===== src/rtl/rsw_pkg.sv =====
package rsw_pkg;
    typedef struct packed {
        logic rst;       // internal reset
        logic ext_flag;  // external reset seen since last release
        logic pd;        // power-down bit
        logic latch;     // boot-pin capture strobe
    } seq_state_t;

    localparam seq_state_t SEQ_RESET = '{rst: 1'b1, ext_flag: 1'b1, pd: 1'b0, latch: 1'b0};
endpackage


===== src/rtl/rsw_sync.sv =====
module rsw_sync #(
    parameter int         WIDTH   = 1,
    parameter logic [WIDTH-1:0] RST_VAL = '0
) (
    input  logic             clk,
    input  logic             arst_n,
    input  logic [WIDTH-1:0] d_i,
    output logic [WIDTH-1:0] q_o
);
    logic [WIDTH-1:0] meta_q, sync_q;

    always_ff @(posedge clk or negedge arst_n) begin
        if (!arst_n) begin
            meta_q <= RST_VAL;
            sync_q <= RST_VAL;
        end else begin
            meta_q <= d_i;
            sync_q <= meta_q;
        end
    end

    assign q_o = sync_q;
endmodule


===== src/rtl/rsw_glitch_filt.sv =====
module rsw_glitch_filt #(
    parameter int FILT_CYCLES = 4
) (
    input  logic clk,
    input  logic arst_n,
    input  logic pin_n_i,   // synchronized, active low
    output logic active_o
);
    localparam int CW = $clog2(FILT_CYCLES + 1);
    localparam logic [CW-1:0] LAST = CW'(FILT_CYCLES - 1);

    logic [CW-1:0] run_d, run_q;
    logic          act_d, act_q;

    always_comb begin
        run_d = run_q;
        act_d = act_q;
        if (pin_n_i) begin
            run_d = '0;
            act_d = 1'b0;
        end else if (run_q == LAST) begin
            act_d = 1'b1;
        end else begin
            run_d = run_q + 1'b1;
        end
    end

    always_ff @(posedge clk or negedge arst_n) begin
        if (!arst_n) begin
            run_q <= '0;
            act_q <= 1'b1;
        end else begin
            run_q <= run_d;
            act_q <= act_d;
        end
    end

    assign active_o = act_q;
endmodule


===== src/rtl/rsw_wake_timer.sv =====
module rsw_wake_timer #(
    parameter int CNT_BITS = 12
) (
    input  logic clk,
    input  logic arst_n,
    input  logic start_i,
    input  logic osc_ok_i,
    output logic busy_o
);
    localparam logic [CNT_BITS-1:0] TOP = '1;

    logic [CNT_BITS-1:0] cnt_d, cnt_q;
    logic                busy_d, busy_q;

    always_comb begin
        cnt_d  = cnt_q;
        busy_d = busy_q;
        if (start_i) begin
            cnt_d  = '0;
            busy_d = 1'b1;
        end else if (!osc_ok_i) begin
            cnt_d  = '0;
        end else if (busy_q) begin
            if (cnt_q == TOP) busy_d = 1'b0;
            else              cnt_d  = cnt_q + 1'b1;
        end
    end

    always_ff @(posedge clk or negedge arst_n) begin
        if (!arst_n) begin
            cnt_q  <= '0;
            busy_q <= 1'b1;
        end else begin
            cnt_q  <= cnt_d;
            busy_q <= busy_d;
        end
    end

    assign busy_o = busy_q;
endmodule


===== src/rtl/rsw_reset_wake.sv =====
module rsw_reset_wake
    import rsw_pkg::*;
#(
    parameter int FILT_CYCLES = 4,
    parameter int WAKE_BITS   = 12,
    parameter int N_WAKE      = 8
) (
    input  logic              clk,
    input  logic              arst_n,
    input  logic              ext_rst_n_i,
    input  logic              wdt_rst_i,
    input  logic              osc_ok_i,
    input  logic              flash_rdy_i,
    input  logic [N_WAKE-1:0] wake_i,
    input  logic              pd_wr_i,
    input  logic              pd_wdata_i,
    output logic              pd_rdata_o,
    output logic              sys_rst_o,
    output logic              clk_en_o,
    output logic              boot_latch_o
);
    localparam int ASYNC_W = N_WAKE + 2;

    logic [ASYNC_W-1:0] async_raw, async_s;
    logic               ext_n_s, osc_s;
    logic [N_WAKE-1:0]  wake_s;
    logic               ext_act, tmr_busy;
    logic               src, wake_ev, release_c;
    seq_state_t         st_d, st_q;

    assign async_raw = {wake_i, osc_ok_i, ext_rst_n_i};

    rsw_sync #(.WIDTH(ASYNC_W), .RST_VAL('0)) u_sync (
        .clk(clk), .arst_n(arst_n), .d_i(async_raw), .q_o(async_s)
    );

    assign ext_n_s = async_s[0];
    assign osc_s   = async_s[1];
    assign wake_s  = async_s[ASYNC_W-1:2];

    rsw_glitch_filt #(.FILT_CYCLES(FILT_CYCLES)) u_filt (
        .clk(clk), .arst_n(arst_n), .pin_n_i(ext_n_s), .active_o(ext_act)
    );

    rsw_wake_timer #(.CNT_BITS(WAKE_BITS)) u_tmr (
        .clk(clk), .arst_n(arst_n), .start_i(src | wake_ev),
        .osc_ok_i(osc_s), .busy_o(tmr_busy)
    );

    always_comb begin
        src       = ext_act | wdt_rst_i;
        wake_ev   = st_q.pd & (|wake_s);
        release_c = st_q.rst & ~src & ~tmr_busy & osc_s & flash_rdy_i;

        st_d       = st_q;
        st_d.latch = release_c & st_q.ext_flag;

        if (src)            st_d.rst = 1'b1;
        else if (release_c) st_d.rst = 1'b0;

        if (ext_act)        st_d.ext_flag = 1'b1;
        else if (release_c) st_d.ext_flag = 1'b0;

        if (src | st_q.rst | wake_ev)     st_d.pd = 1'b0;
        else if (pd_wr_i && pd_wdata_i)   st_d.pd = 1'b1;
    end

    always_ff @(posedge clk or negedge arst_n) begin
        if (!arst_n) st_q <= SEQ_RESET;
        else         st_q <= st_d;
    end

    assign sys_rst_o    = st_q.rst;
    assign pd_rdata_o   = st_q.pd;
    assign boot_latch_o = st_q.latch;
    assign clk_en_o     = ~st_q.rst & ~st_q.pd & ~tmr_busy;
endmodule


===== config.mk =====
export PLATFORM = sky130hd
export DESIGN_NAME = rsw_reset_wake
export DESIGN_NICKNAME = d
export VERILOG_FILES = /design/src/rtl/rsw_pkg.sv /design/src/rtl/rsw_sync.sv /design/src/rtl/rsw_glitch_filt.sv /design/src/rtl/rsw_wake_timer.sv /design/src/rtl/rsw_reset_wake.sv
export SDC_FILE = /design/constraint.sdc
export NUM_CORES = 1
export LEC_CHECK = 0
export ABC_AREA = 1
export ABC_CLOCK_PERIOD_IN_PS = 3050
export BUFFER_PORTS_ARGS = -buffer_cell sky130_fd_sc_hd__buf_2
export CAP_MARGIN = 20
export CORE_UTILIZATION = 45
export CTS_CLUSTER_DIAMETER = 100
export DETAILED_ROUTE_END_ITERATION = 7
export GPL_TIMING_DRIVEN = 0
export HOLD_SLACK_MARGIN = 0.05
export PLACE_DENSITY_LB_ADDON = 0.12
export REMOVE_ABC_BUFFERS = 1
export SLEW_MARGIN = 20
export SYNTH_ARGS = -nofsm -noshare
export SYNTH_HDL_FRONTEND = slang
export SYNTH_SLANG_ARGS = --single-unit

===== constraint.sdc =====
create_clock -name clk -period 3.05 [get_ports clk]
set_clock_uncertainty 0.15 [all_clocks]
set_input_delay 0.7625 -clock clk [delete_from_list [all_inputs] [get_ports clk]]
set_output_delay 0.7625 -clock clk [all_outputs]
set_load 0.01 [all_outputs]

==> flow_metrics.tcl <==
set metrics [dict create \
    status "completed" \
    leakage_nw 0.9602 \
    min_to "u_sync.q_o[5]$_DFF_PN0_" \
    layout_min_cycle_time_ns 1.996 \
    portBuffers 19 \
    dieWidth_um 63.63 \
    slew_headroom_pct 43.09 \
    clkTransAtPathRegs_ns 0.08 \
    routed_wirelength_um 2557 \
    power_density_nw_per_um2 563.2 \
    rsz0062_at_grt "false" \
    nets 221 \
    max_cap_viol_count 0 \
    clk_path_buf_depth 2 \
    synth.distinct_cells 24 \
    rrSetupSlack_ns 1.49 \
    drc 0 \
    final_common_cell "dfrtp_1" \
    synth_area_leaders "dfrtp_1 54%, nand2_1 7.2%, nor2_1 6.8%, dfstp_2 6.1%, nand3_1 6.1%" \
    coreArea_um2 3661 \
    clock_sinks 41 \
    yosysTopAreaCell "dfrtp_1" \
    r2r-end "u_tmr.cnt_q[5]$_DFFE_PN0P_" \
    r2r_start "u_tmr.cnt_q[0]$_DFFE_PN0P_" \
    cts_tree "done" \
    setup_viol 0 \
    routabilityCongestion 0.8304 \
    grt_pass1_wl_um 4623 \
    worstSetupStartpointType "flip-flop" \
    wire_per_inst_um 10.19 \
    tns_ns 0 \
    holdPathStages 0 \
    worstPathMaxFanout 6 \
    io_pins 20 \
    slew_violations 0 \
    antenna_found_initial 0 \
    synth_warnings 0 \
    viasPerCell 4.685 \
    arrival_ns 1.08 \
    synth_xor_area_share_pct 2.050 \
    synth_top_area_share_pct 54.17 \
    worst_pin_slew_ns 0.8536 \
    final_hold_viol_count 0 \
    synth_compound_gate_area_share_pct 3.075 \
    synthMuxAreaShare_pct 0 \
    final_cell_mix "37 x dfrtp_1, 33 x nand2_1, 31 x nor2_1" \
    min_path_type "flip-flop to flip-flop" \
    required_ns 2.14 \
    critical_path_class "flip-flop to output pin" \
    cts_buffers 5 \
    synthAdderAreaFrac_pct 2.196 \
    hold_ws_ns 0.2002 \
    instances_no_fill 251 \
    power_mw 1.111 \
    cts_root_buffer "clkbuf_8" \
    die_y_um 63.63 \
    first_global_vias 1139 \
    syn_inst 177 \
    via_count 1176 \
    cts_resized 0 \
    min_from "u_sync.meta_q[5]$_DFF_PN0_" \
    max_freq_ghz 0.5010 \
    holdBufCountCts 0 \
    netlist_area_um2 1709 \
    ys_ff_latch 41 \
    first_pass_iters 4 \
    nFillCells 332 \
    hpwlAfterDp_um 1817 \
    drive_gt1_share_pct 19.70 \
    die_area_um2 4049 \
    vdd_drop_max_mv 0.3372 \
    finalCritPeriodShare_pct 65.44 \
    grt_max_degree 42 \
    grt_use_total_pct 15.33 \
    synth_top_family_by_area "simple AND/OR/NAND/NOR gates" \
    antennaDiodeCount 0 \
    detail-route-antenna-nets 0 \
    ys_seq_area_share_pct 60.32 \
    start_util_pct 46.68 \
    yosys.area_share.simple_pct 26.79 \
    post_cts_buffers 0 \
    worst_setup_path_end_kind "output pin" \
    synth.avg_cell_area_um2 9.656 \
    placed_cells 243 \
    drt_first_iter_violations 33 \
    rr_worst_depth 8 \
    insertion_delay_ns 0.28 \
    overflow 0 \
    rows 22 \
    h-tree-depth 2 \
    synthToLayoutAreaGrowth_pct 15.45 \
]
layer usage:
metal,up-vias,GRT usage [%],share of wire [%],wire [um]
li1,608,-,-,-
met1,539,16.27,43,1101
met2,25,26.60,51,1316
met3,4,4.891,4.0,102
met4,0,8.523,1.4,37
met5,-,0,0,0
kinds of logic after synthesis:
| family | Yosys count |
|---|---|
| AO/OA/AOI/OAI | 9 |
| adder cells (fa/ha/maj) | 3 |
| flip-flops | 41 |
| AND/OR/NAND/NOR | 98 |
| XOR/XNOR | 4 |
| buffers and inverters | 22 |
power breakdown:
group	internal, mW	switching, mW	total (mW)
clock	0.266	0.179	0.445
combinational	0.0294	0.0466	0.0760
sequential	0.575	0.0146	0.590
through the flow:
step | setup WS (ns) | utilization (%) | instance area, um2
final | 1.054 | 53.90 | 1973
after CTS | 1.038 | 53.90 | 1973
after detailed placement | 1.131 | 50.62 | 1853
after global routing | 1.001 | 53.90 | 1973
after global placement | 1.140 | 50.62 | 1853
after floorplan | 1.381 | - | 1698
critical path: stages, from the launching register on:
cell and delay, ns:
dfstp_2 0.60, nor3_1 0.06, buf_2 0.14
state kept, by name, indices dropped and copies added (netlist names):
register         flops
boot_latch_o         1
pd_rdata_o           1
st_q                 1
sys_rst_o            1
u_filt.active_o      1
u_filt.run_q         3
u_sync.meta_q       10
u_sync.q_o          10
u_tmr.busy_o         1
u_tmr.cnt_q         12
area by class of cell:
cell class,count,area [um2],area share (%)
multi-input combinational,114,583.1,29.55
tap,48,60.06,3.044
inverter,21,83.83,4.249
timing repair buffer,19,95.09,4.819
sequential,41,1031,52.25
clock buffer,6,82.58,4.185
clock inverter,2,37.54,1.902
how the worst max path moves through the flow:
stage,start,cells after the start,to
floorplan,wdt_rst_i,5,u_tmr.cnt_q[8]$_DFFE_PN0P_
global placement,wdt_rst_i,6,u_tmr.cnt_q[8]$_DFFE_PN0P_
detailed placement,wdt_rst_i,6,u_tmr.cnt_q[8]$_DFFE_PN0P_
CTS,u_tmr.busy_o$_DFFE_PN1P_,2,clk_en_o
global route,u_tmr.busy_o$_DFFE_PN1P_,2,clk_en_o
finish,u_tmr.busy_o$_DFFE_PN1P_,2,clk_en_o
cell usage after synthesis (all sizes together):
cell / number
xor2: 4
dfrtp: 37
o21bai: 1
inv: 21
a21oi: 1
dfstp: 4
o21ai: 5
nand3: 22
nand2: 35
nand4: 1
nor2: 36
ha: 3
buf: 1
nor4: 1
o211ai: 1
a211oi: 1
nor3: 3
Note: power is estimated with default switching activity, not from simulation.
